$ cat src/rtl/scl_timing_pkg.sv
package scl_timing_pkg;

   // Phase of the generated SCL waveform
   typedef enum logic [1:0] {
      PH_OFF  = 2'd0,   // generator disabled, line released
      PH_LOW  = 2'd1,   // line pulled low, low count running
      PH_WAIT = 2'd2,   // line released, waiting for it to read high
      PH_HIGH = 2'd3    // line high, high count running
   } scl_phase_e;

endpackage

$ cat src/rtl/scl_tick_div.sv
// Count-clock prescaler: one tick every div functional clocks (0 acts as 1).
module scl_tick_div #(
   parameter int DIV_W = 4
) (
   input  logic             clk,
   input  logic             rst_n,
   input  logic             clr,
   input  logic [DIV_W-1:0] div,
   output logic             tick
);
   logic [DIV_W-1:0] pre_q;
   logic [DIV_W-1:0] last;

   always_comb last = (div == '0) ? '0 : div - 1'b1;

   assign tick = (pre_q == last);

   always_ff @(posedge clk or negedge rst_n) begin
      if (!rst_n)             pre_q <= '0;
      else if (clr || tick)   pre_q <= '0;
      else                    pre_q <= pre_q + 1'b1;
   end
endmodule

$ cat src/rtl/scl_phase_timer.sv
// Shared phase counter: done on the tick that completes limit ticks (0 acts as 1).
module scl_phase_timer #(
   parameter int CW = 9
) (
   input  logic          clk,
   input  logic          rst_n,
   input  logic          clr,
   input  logic          tick,
   input  logic [CW-1:0] limit,
   output logic          done
);
   logic [CW-1:0] cnt_q;
   logic [CW-1:0] eff;

   always_comb eff = (limit == '0) ? CW'(1) : limit;

   assign done = tick && (cnt_q >= eff - 1'b1);

   always_ff @(posedge clk or negedge rst_n) begin
      if (!rst_n)     cnt_q <= '0;
      else if (clr)   cnt_q <= '0;
      else if (tick)  cnt_q <= cnt_q + 1'b1;
   end
endmodule

$ cat src/rtl/scl_line_sync.sv
// Multi-stage synchroniser for the sensed SCL level; idles high.
module scl_line_sync #(
   parameter int STAGES = 2
) (
   input  logic clk,
   input  logic rst_n,
   input  logic d,
   output logic q
);
   logic [STAGES-1:0] sr_q;

   always_ff @(posedge clk or negedge rst_n) begin
      if (!rst_n) sr_q <= '1;
      else        sr_q <= {sr_q[STAGES-2:0], d};
   end

   assign q = sr_q[STAGES-1];
endmodule

$ cat src/rtl/scl_timing_gen.sv
module scl_timing_gen
   import scl_timing_pkg::*;
#(
   parameter int BYTE_W      = 8,
   parameter bit EXT_EN      = 1'b1,
   parameter int EXT_LO_POS  = 7,
   parameter int EXT_HI_POS  = 6,
   parameter int DIV_W       = 4,
   parameter int SYNC_STAGES = 2
) (
   input  logic              clk,
   input  logic              rst_n,
   input  logic              enable,
   input  logic [BYTE_W-1:0] low_count_byte,
   input  logic [BYTE_W-1:0] high_count_byte,
   input  logic [BYTE_W-1:0] count_ext,
   input  logic [DIV_W-1:0]  clks_per_count,
   input  logic              scl_in,
   output logic              scl_drive_low,
   output logic              scl_fall_stb,
   output logic              scl_rise_stb
);
   localparam int CW = BYTE_W + (EXT_EN ? 1 : 0);

   // Elaboration-time parameter checks
   if (BYTE_W < 2)      $error("BYTE_W must be at least 2");
   if (DIV_W < 1)       $error("DIV_W must be at least 1");
   if (SYNC_STAGES < 2) $error("SYNC_STAGES must be at least 2");
   if (EXT_LO_POS >= BYTE_W || EXT_HI_POS >= BYTE_W || EXT_LO_POS == EXT_HI_POS)
      $error("extension bit positions invalid");

   logic [CW-1:0] lo_cnt, hi_cnt, cur_limit;

   // Count assembly: with or without the ninth bits
   if (EXT_EN) begin : g_ext
      assign lo_cnt = {count_ext[EXT_LO_POS], low_count_byte};
      assign hi_cnt = {count_ext[EXT_HI_POS], high_count_byte};
      logic unused_ext;
      assign unused_ext = ^count_ext;
   end else begin : g_noext
      assign lo_cnt = low_count_byte;
      assign hi_cnt = high_count_byte;
      logic unused_ext;
      assign unused_ext = ^count_ext;
   end

   scl_phase_e state_q, state_d;
   logic       clr, tick, done, line_hi, seen_low_q;
   logic       fall_q, rise_q;

   scl_line_sync #(.STAGES(SYNC_STAGES)) u_sync (
      .clk(clk), .rst_n(rst_n), .d(scl_in), .q(line_hi)
   );

   scl_tick_div #(.DIV_W(DIV_W)) u_div (
      .clk(clk), .rst_n(rst_n), .clr(clr), .div(clks_per_count), .tick(tick)
   );

   assign cur_limit = (state_q == PH_HIGH) ? hi_cnt : lo_cnt;

   scl_phase_timer #(.CW(CW)) u_timer (
      .clk(clk), .rst_n(rst_n), .clr(clr), .tick(tick),
      .limit(cur_limit), .done(done)
   );

   // Phase sequencing; disable has priority over any phase end
   always_comb begin
      state_d = state_q;
      if (!enable) state_d = PH_OFF;
      else begin
         unique case (state_q)
            PH_OFF:  state_d = PH_LOW;
            PH_LOW:  if (done) state_d = PH_WAIT;
            PH_WAIT: if (line_hi && seen_low_q) state_d = PH_HIGH;
            PH_HIGH: if (done) state_d = PH_LOW;
            default: state_d = PH_OFF;
         endcase
      end
   end

   // Counters restart at every phase change and stay cleared while off
   assign clr = (state_d != state_q) || (state_q == PH_OFF);

   always_ff @(posedge clk or negedge rst_n) begin
      if (!rst_n) begin
         state_q    <= PH_OFF;
         seen_low_q <= 1'b0;
         fall_q     <= 1'b0;
         rise_q     <= 1'b0;
      end else begin
         state_q <= state_d;
         fall_q  <= (state_d == PH_LOW)  && (state_q != PH_LOW);
         rise_q  <= (state_d == PH_HIGH) && (state_q != PH_HIGH);
         // Stale high samples from before the pull must not end the wait
         if ((state_d == PH_LOW) && (state_q != PH_LOW)) seen_low_q <= 1'b0;
         else if (!line_hi)                              seen_low_q <= 1'b1;
      end
   end

   assign scl_drive_low = (state_q == PH_LOW);
   assign scl_fall_stb  = fall_q;
   assign scl_rise_stb  = rise_q;
endmodule

$ cat config.mk
export PLATFORM = sky130hd
export DESIGN_NAME = scl_timing_gen
export DESIGN_NICKNAME = d
export VERILOG_FILES = /design/src/rtl/scl_timing_pkg.sv /design/src/rtl/scl_tick_div.sv /design/src/rtl/scl_phase_timer.sv /design/src/rtl/scl_line_sync.sv /design/src/rtl/scl_timing_gen.sv
export SDC_FILE = /design/constraint.sdc
export NUM_CORES = 1
export LEC_CHECK = 0
export BUFFER_PORTS_ARGS = -buffer_cell sky130_fd_sc_hd__buf_2
export CORE_ASPECT_RATIO = 0.8
export CORE_MARGIN = 2
export CORE_UTILIZATION = 40
export CTS_CLUSTER_DIAMETER = 60
export DETAILED_ROUTE_END_ITERATION = 8
export GPL_TIMING_DRIVEN = 0
export MAX_ROUTING_LAYER = met4
export SETUP_SLACK_MARGIN = 0.5
export SKIP_CTS_REPAIR_TIMING = 1
export SYNTH_ARGS = -nofsm -noshare
export SYNTH_HDL_FRONTEND = slang
export SYNTH_SLANG_ARGS = --single-unit
export TNS_END_PERCENT = 1
$ cat constraint.sdc
create_clock -name clk -period 7 [get_ports clk]
set_clock_uncertainty 0.2 [all_clocks]
set_input_delay 0 -clock clk [delete_from_list [all_inputs] [get_ports clk]]
set_output_delay 0 -clock clk [all_outputs]
set_load 0.01 [all_outputs]
==> flow_summary.rst, run 1 <==
.. list-table::
   :header-rows: 1

   * - Metric
     - Value
   * - Outcome
     - completed
   * - Number of clock sinks
     - 20
   * - Area after detailed placement
     - 1820 um2
   * - Layout cell share with drive strength beyond 1
     - 20.1%
   * - Detail-routed net length per standard cell
     - 12.6 um
   * - Count of antenna diodes in the layout
     - 0
   * - Final estimated routing congestion in global placement
     - 0.775
   * - Avg Inst Size Synth
     - 8.50 um2
   * - Ordered list of cells on the worst path
     - buf_4, nand2_2, mux2i_1, nand4bb_1, o21a_1, ha_1, nand2_1, nor2_1, xor2_1, mux2i_1, ha_1, a211oi_1, o211ai_1, o221ai_1, clkbuf_1, a21oi_1, o22ai_1
   * - End point of the critical path
     - u_timer.cnt_q[7]
   * - TNS Setup
     - 0 ns
   * - CP Class
     - reg2reg
   * - Number of cells on the critical path
     - 17
   * - Die outline area
     - 4540 um2
   * - Pin count of the biggest net entering global routing
     - 21
   * - Relative area change from synthesis to final layout
     - 19.3%
   * - Bufs on Longest Clock Path
     - 2
   * - Initial cell density of the core
     - 42.0%
   * - Finished layout cell area
     - 1920 um2
   * - Synth Register Bits
     - 20
   * - Finish-stage setup viols
     - 0
   * - Register clock-pin slew on the reported worst setup and hold paths
     - 0.08 ns
   * - Worst rel slew slack
     - 59.2%
   * - Async set-reset flop share out of synthesis
     - 100%
   * - Worst path bufs/invs
     - 2
   * - Peak Freq
     - 0.248 GHz
   * - Chip Width
     - 74.9 um
   * - Slew at the pin closest to its max-slew limit
     - 0.608 ns
   * - Number of synthesized flops with an enable pin
     - 0
   * - Pwr Total
     - 281 uW
   * - Total of warnings raised by yosys
     - 0
   * - Critical register-to-register path endpoint
     - u_timer.cnt_q[7]
   * - Maximum level of the CTS H-tree
     - 1
   * - Leading register cell type out of synthesis
     - sky130_fd_sc_hd__dfrtp_1
   * - Worst-case reg-to-reg path depth
     - 17
   * - Number of instances in the synthesized netlist
     - 189
   * - Insertion delay of the later-clocked pin in the worst-skew pair
     - 0.26 ns
   * - Iteration count of the initial detailed-routing pass
     - 4
   * - Element type at the critical path end
     - register
   * - Final Hold Viols
     - 0
   * - Post-Synthesis Cell Area
     - 1610 um2
   * - WP data required
     - 6.98 ns
   * - Final routed DRC violation total
     - 0
   * - I/O pins
     - 35
   * - Max cap viols
     - 0
   * - Clk Tree Root Cell
     - sky130_fd_sc_hd__clkbuf_8
   * - Share of the clock period used by the worst path after layout
     - 57.6%
   * - Total gr overflow
     - 0
   * - Type of element launching the critical path
     - register
   * - Initial antenna violation count
     - 0
   * - Type of the most critical hold path
     - in2async
   * - Number of buffers inserted during clock tree synthesis
     - 3
   * - Worst vdd rail ir drop
     - 0.0000880 V
   * - Antenna Nets Post-Route
     - 0
   * - Wire length of the first global-routing pass
     - 5900 um
   * - Final net count
     - 269
   * - Reg-to-Reg Start
     - state_q[0]
   * - Final worst path period need
     - 4.03 ns
   * - Detailed placer's ending HPWL
     - 2740 um
   * - Top cell family by delay on the critical path
     - compound AO/OA/AOI/OAI gates
   * - Areal power density over the cells
     - 147 nW/um2
   * - Count of distinct cell types in the synthesized netlist
     - 42
   * - Critical-path maximum fanout
     - 10
   * - Setup repair after global routing missed its margin
     - false
   * - Beginning of the critical path
     - state_q[0]
   * - Static Leak
     - 0.000886 uW
   * - # port buffers
     - 28
   * - Vias in the first global route
     - 1261
   * - Number of pins exceeding their max-slew limit in the final report
     - 0
   * - Cell with the largest stage delay on the worst path
     - sky130_fd_sc_hd__clkbuf_1
   * - Fraction of the yosys area taken by sequential cells
     - 31.3%
   * - Floorplan Core Area
     - 3830 um2
   * - Nets in the synthesized netlist
     - 233
   * - Arrival time reported for the critical path endpoint
     - 4.01 ns
   * - TritonCTS clock tree
     - yes
   * - CP max stage delay
     - 0.41 ns
   * - Number of standard-cell rows in the floorplan
     - 20
   * - Iteration-0 DRC count of the detailed router
     - 86
   * - Die Y-Extent
     - 60.7 um
   * - Vias per cell
     - 5.16
   * - Internal reg-to-reg setup slack
     - 2.97 ns
   * - Routed wire length
     - 3510 um
   * - Overall routing resource usage
     - 17.6%
   * - Total via count after detailed routing
     - 1439
## cells in the final DEF (no fill, tap or decap), types with 3 or more instances in the layout
cell	synthesis	final
sky130_fd_sc_hd__nand3_1	8	8
sky130_fd_sc_hd__buf_4	3	3
sky130_fd_sc_hd__o21ai_0	5	5
sky130_fd_sc_hd__a21oi_1	18	18
sky130_fd_sc_hd__xor2_1	8	8
sky130_fd_sc_hd__o22ai_1	8	8
sky130_fd_sc_hd__mux2i_1	11	11
sky130_fd_sc_hd__xnor2_1	3	3
sky130_fd_sc_hd__nor2b_1	3	3
sky130_fd_sc_hd__dlygate4sd3_1	0	3
sky130_fd_sc_hd__nor2_1	18	18
sky130_fd_sc_hd__or3_1	9	9
sky130_fd_sc_hd__ha_1	12	12
sky130_fd_sc_hd__buf_2	1	29
sky130_fd_sc_hd__dfrtp_1	18	18
sky130_fd_sc_hd__inv_1	9	9
sky130_fd_sc_hd__o211ai_1	3	3
sky130_fd_sc_hd__clkbuf_8	0	3
sky130_fd_sc_hd__nor3_1	4	4
sky130_fd_sc_hd__nand2_1	15	15
## sequential cells by signal, indices dropped and copies added (netlist names)
signal         cells
scl_fall_stb       1
scl_rise_stb       1
seen_low_q         1
state_q            2
u_div.pre_q        4
u_sync.sr_q        2
u_timer.cnt_q      9
## cells by family (layout without fill, tap and decap cells)
| group | count (synthesis) | in the layout | share of synthesized area [%] |
|---|---|---|---|
| xor+xnor | 11 | 11 | 6.00 |
| flops | 20 | 20 | 31.3 |
| fa+ha+maj | 12 | 12 | 9.35 |
| mux | 11 | 11 | 6.85 |
| simple gates | 77 | 77 | 25.9 |
| compound gates | 43 | 43 | 16.4 |
| buf+inv | 15 | 50 | 4.28 |
## synth_stat cells, types with 4 or more instances
library cell / n / share of area (%)
sky130_fd_sc_hd__inv_1: 9 / 2.1
sky130_fd_sc_hd__nor2_1: 18 / 4.2
sky130_fd_sc_hd__o22ai_1: 8 / 3.1
sky130_fd_sc_hd__nand3_1: 8 / 2.5
sky130_fd_sc_hd__xor2_1: 8 / 4.4
sky130_fd_sc_hd__nand2_1: 15 / 3.5
sky130_fd_sc_hd__or3_1: 9 / 3.5
sky130_fd_sc_hd__o21ai_0: 5 / 1.6
sky130_fd_sc_hd__ha_1: 12 / 9.3
sky130_fd_sc_hd__mux2i_1: 11 / 6.9
sky130_fd_sc_hd__dfrtp_1: 18 / 28
sky130_fd_sc_hd__a21oi_1: 18 / 5.6
sky130_fd_sc_hd__nor3_1: 4 / 1.2
## worst min path at each step
stage          startpoint              to  slack (ns)  cells after the start
3_3_place_gp        rst_n    scl_fall_stb       -0.23                      1
6_report            rst_n  u_div.pre_q[2]       0.009                      2
5_1_grt             rst_n      seen_low_q        0.06                      2
2_1_floorplan       rst_n    scl_fall_stb       -0.50                      0
3_5_place_dp        rst_n  u_div.pre_q[2]       -0.23                      1
4_1_cts             rst_n  u_div.pre_q[2]       -0.51                      1
## cell type report
class                      instances  area, um2
buffer                             6       35.0
clock buffer                       3       41.3
clock inverter                     1       30.0
fill                             381       1910
inverter                           9       33.8
multi-input combinational        154       1030
sequential                        20        503
tap                               55       68.8
timing repair buffer              31        170
## report_power, final
| group | switching [uW] | internal, uW | leakage, uW | total, uW |
|---|---|---|---|---|
| Sequential | 1.69 | 118 | 0.000265 | 120 |
| Combinational | 25.1 | 19.4 | 0.000585 | 44.4 |
| Clock | 40.1 | 76.4 | 0.0000357 | 117 |
## through the flow
step | worst slack (ns) | util (%) | hold slack (ns) | cells
after global routing | 2.67 | 50.1 | 0.0587 | 279
after CTS | 3.01 | 49.3 | -0.515 | 276
final | 2.97 | 50.1 | 0.00857 | 279
after floorplan | 3.63 | - | -0.496 | 189
after global placement | 3.03 | 47.4 | -0.228 | 272
after detailed placement | 3.04 | 47.4 | -0.226 | 272
## routing by layer
| layer | wire, um | global-route usage, % | up-vias |
|---|---|---|---|
| met5 | 0 | - | - |
| met4 | 24 | 3.83 | 0 |
| met3 | 139 | 3.99 | 3 |
| met2 | 1400 | 22.4 | 30 |
| met1 | 1940 | 27.5 | 654 |
| li1 | - | - | 752 |
Power figures use the tool's default switching activity.
==> inputs of run 2 (changes only) <==
==> constraint.sdc (replaced) <==
create_clock -name clk -period 3.75 [get_ports clk]
set_clock_uncertainty 0.2 [all_clocks]
set_input_delay 0 -clock clk [delete_from_list [all_inputs] [get_ports clk]]
set_output_delay 0 -clock clk [all_outputs]
set_load 0.01 [all_outputs]
==> flow_summary.rst, run 2 (synthesized netlist as in run 1, its figures left out) <==
.. list-table::
   :header-rows: 1

   * - Metric
     - Value
   * - Finish-stage setup viols
     - 0 (unchanged)
   * - Clk Tree Root Cell
     - sky130_fd_sc_hd__clkbuf_8
   * - Max cap viols
     - 0 (unchanged)
   * - Count of antenna diodes in the layout
     - 0 (unchanged)
   * - Total gr overflow
     - 0 (unchanged)
   * - Static Leak
     - 0.000921 uW (+4.0%)
   * - Number of standard-cell rows in the floorplan
     - 20 (unchanged)
   * - Iteration-0 DRC count of the detailed router
     - 98 (+14%)
   * - Antenna Nets Post-Route
     - 0 (unchanged)
   * - Initial antenna violation count
     - 0 (unchanged)
   * - Most frequent standard cell in the layout excluding fill and tap cells
     - sky130_fd_sc_hd__buf_2
   * - Iteration count of the initial detailed-routing pass
     - 4 (unchanged)
   * - Die Y-Extent
     - 60.7 um (unchanged)
   * - Top Registers
     - u_timer.cnt_q (9), u_div.pre_q (4)
   * - Top cell family by delay on the critical path
     - simple AND/OR/NAND/NOR gates
   * - Detail-routed net length per standard cell
     - 13.0 um (+3.4%)
   * - Slew at the pin closest to its max-slew limit
     - 0.634 ns (+0.0266 ns)
   * - Layout cell share with drive strength beyond 1
     - 30.0% (+9.9 points)
   * - Cell with the largest stage delay on the worst path
     - sky130_fd_sc_hd__dfrtp_1
   * - Setup repair after global routing missed its margin
     - true
   * - I/O pins
     - 35 (unchanged)
   * - Flip-flop count of the largest register, all copies and words added
     - 9 (unchanged)
   * - Wire length of the first global-routing pass
     - 5730 um (-2.9%)
   * - Finished layout cell area
     - 2110 um2 (+10%)
   * - Worst hold margin
     - 0.00977 ns (+0.00120 ns)
   * - Maximum level of the CTS H-tree
     - 1 (unchanged)
   * - Die outline area
     - 4540 um2 (unchanged)
   * - # port buffers
     - 28 (unchanged)
   * - Type of element launching the critical path
     - register
   * - Register clock-pin slew on the reported worst setup and hold paths
     - 0.07 ns (about the same)
   * - Number of pins exceeding their max-slew limit in the final report
     - 0 (unchanged)
   * - TNS Setup
     - 0 ns (unchanged)
   * - Detailed placer's ending HPWL
     - 2680 um (-2.4%)
   * - Routed wire length
     - 3700 um (+5.6%)
   * - Areal power density over the cells
     - 255 nW/um2 (+74%)
   * - Ordered list of cells on the worst path
     - buf_6, nand2_8, buf_6, mux2i_1, o21a_1, ha_2, nand2_4, nor2_2, xor2_1, mux2i_1, ha_2, nand3_1, a21oi_2, o221ai_2, or3_1, and3_1
   * - Most flop-heavy register
     - u_timer.cnt_q
   * - Final Hold Viols
     - 0 (unchanged)
   * - Insertion delay of the later-clocked pin in the worst-skew pair
     - 0.26 ns (about the same)
   * - Number of buffers inserted during clock tree synthesis
     - 3 (unchanged)
   * - Chip Width
     - 74.9 um (unchanged)
   * - Final worst path period need
     - 3.43 ns (-0.608 ns)
   * - Final routed DRC violation total
     - 0 (unchanged)
   * - CP Class
     - reg2reg
   * - Pin count of the biggest net entering global routing
     - 21 (unchanged)
   * - Overall routing resource usage
     - 17.1% (-0.45 points)
   * - Most used cells in the layout excluding fill and tap cells
     - 29 x sky130_fd_sc_hd__buf_2, 18 x sky130_fd_sc_hd__dfrtp_1, 17 x sky130_fd_sc_hd__a21oi_1, 16 x sky130_fd_sc_hd__nor2_1, 14 x sky130_fd_sc_hd__nand2_1
   * - WP data required
     - 3.70 ns (-3.28 ns)
   * - Relative area change from synthesis to final layout
     - 31.3%
   * - Worst rel slew slack
     - 57.4% (-1.8 points)
   * - Final net count
     - 275 (+2.2%)
   * - Vias per cell
     - 5.15 (-0.20%)
   * - TritonCTS clock tree
     - yes
   * - Critical-path maximum fanout
     - 10 (unchanged)
   * - Type of the most critical hold path
     - in2async
   * - Initial cell density of the core
     - 42.0% (unchanged)
   * - Floorplan Core Area
     - 3830 um2 (unchanged)
   * - CP max stage delay
     - 0.38 ns (-0.03 ns)
   * - Arrival time reported for the critical path endpoint
     - 3.38 ns (-0.63 ns)
   * - Element type at the critical path end
     - register
   * - Pwr Total
     - 538 uW (+92%)
   * - Share of the clock period used by the worst path after layout
     - 91.3% (+34 points)
   * - Area after detailed placement
     - 1840 um2 (+1.1%)
   * - Final estimated routing congestion in global placement
     - 0.779 (+0.57%)
   * - Worst vdd rail ir drop
     - 0.000190 V (+120%)
   * - Worst path bufs/invs
     - 2 (unchanged)
   * - Bufs on Longest Clock Path
     - 2 (unchanged)
   * - Total via count after detailed routing
     - 1467 (+1.9%)
   * - Peak Freq
     - 0.292 GHz (+18%)
   * - Outcome
     - completed
   * - Number of clock sinks
     - 20 (unchanged)
   * - Vias in the first global route
     - 1177 (-6.7%)
[run 2: path summary, 6_finish.rpt]
path | from | to | slack (ns) | cells past startpoint
worst min register to register | u_sync.sr_q[0] | u_sync.sr_q[1] | 0.17 | 0
worst max-delay path | state_q[1] | state_q[0] | 0.32 | 16
min in group clk | clks_per_count[0] | scl_fall_stb | 0.11 | 4
worst min-delay path | rst_n | u_div.pre_q[2] | 0.01 | 2
worst max register to register | state_q[1] | state_q[0] | 0.32 | 16
max in group asynchronous | rst_n | u_sync.sr_q[1] | 3.01 | 2
[run 2: worst register-to-register path, stage by stage, from the launching register on]
cell,delay (ns)
sky130_fd_sc_hd__dfrtp_1,0.38
sky130_fd_sc_hd__buf_6,0.13
sky130_fd_sc_hd__nand2_8,0.11
sky130_fd_sc_hd__buf_6,0.18
sky130_fd_sc_hd__mux2i_1,0.24
sky130_fd_sc_hd__o21a_1,0.17
sky130_fd_sc_hd__ha_2,0.21
sky130_fd_sc_hd__nand2_4,0.08
sky130_fd_sc_hd__nor2_2,0.11
sky130_fd_sc_hd__xor2_1,0.16
sky130_fd_sc_hd__mux2i_1,0.09
sky130_fd_sc_hd__ha_2,0.33
sky130_fd_sc_hd__nand3_1,0.09
sky130_fd_sc_hd__a21oi_2,0.14
sky130_fd_sc_hd__o221ai_2,0.15
sky130_fd_sc_hd__or3_1,0.36
sky130_fd_sc_hd__and3_1,0.18
[run 2: layout make-up]
type | count | area, um2
multi-input cells | 154 | 1160
plain buffers | 6 | 53.8
clock buffers | 3 | 41.3
well taps | 55 | 68.8
repair buffers | 37 | 215
fillers | 347 | 1720
inverters | 9 | 33.8
clock inverters | 1 | 30.0
flip-flops and latches | 20 | 503
[run 2: through the flow]
step	util (%)	worst slack, ns	cells
final	55.1	0.325	285
after floorplan	-	0.524	189
after global placement	47.9	0.0543	272
after detailed placement	47.9	0.0490	272
after CTS	49.8	0.0623	276
after global routing	55.1	0.160	285
[run 2: per-layer routing]
| layer | share of wire, % | up-vias | routed length (um) | global-route usage, % |
|---|---|---|---|---|
| li1 | - | 774 | - | - |
| met1 | 53 | 669 | 1980 | 28.3 |
| met2 | 43 | 22 | 1580 | 19.7 |
| met3 | 3.6 | 2 | 135 | 4.65 |
| met4 | 0.30 | 0 | 11 | 3.32 |
| met5 | 0 | - | 0 | - |
[run 2: report_power, final]
group          switching [uW]  total (uW)  internal [uW]
logic                    54.3        97.7           43.3
registers                3.53         224            221
clock network            73.5         216            142
total                     131         538            407
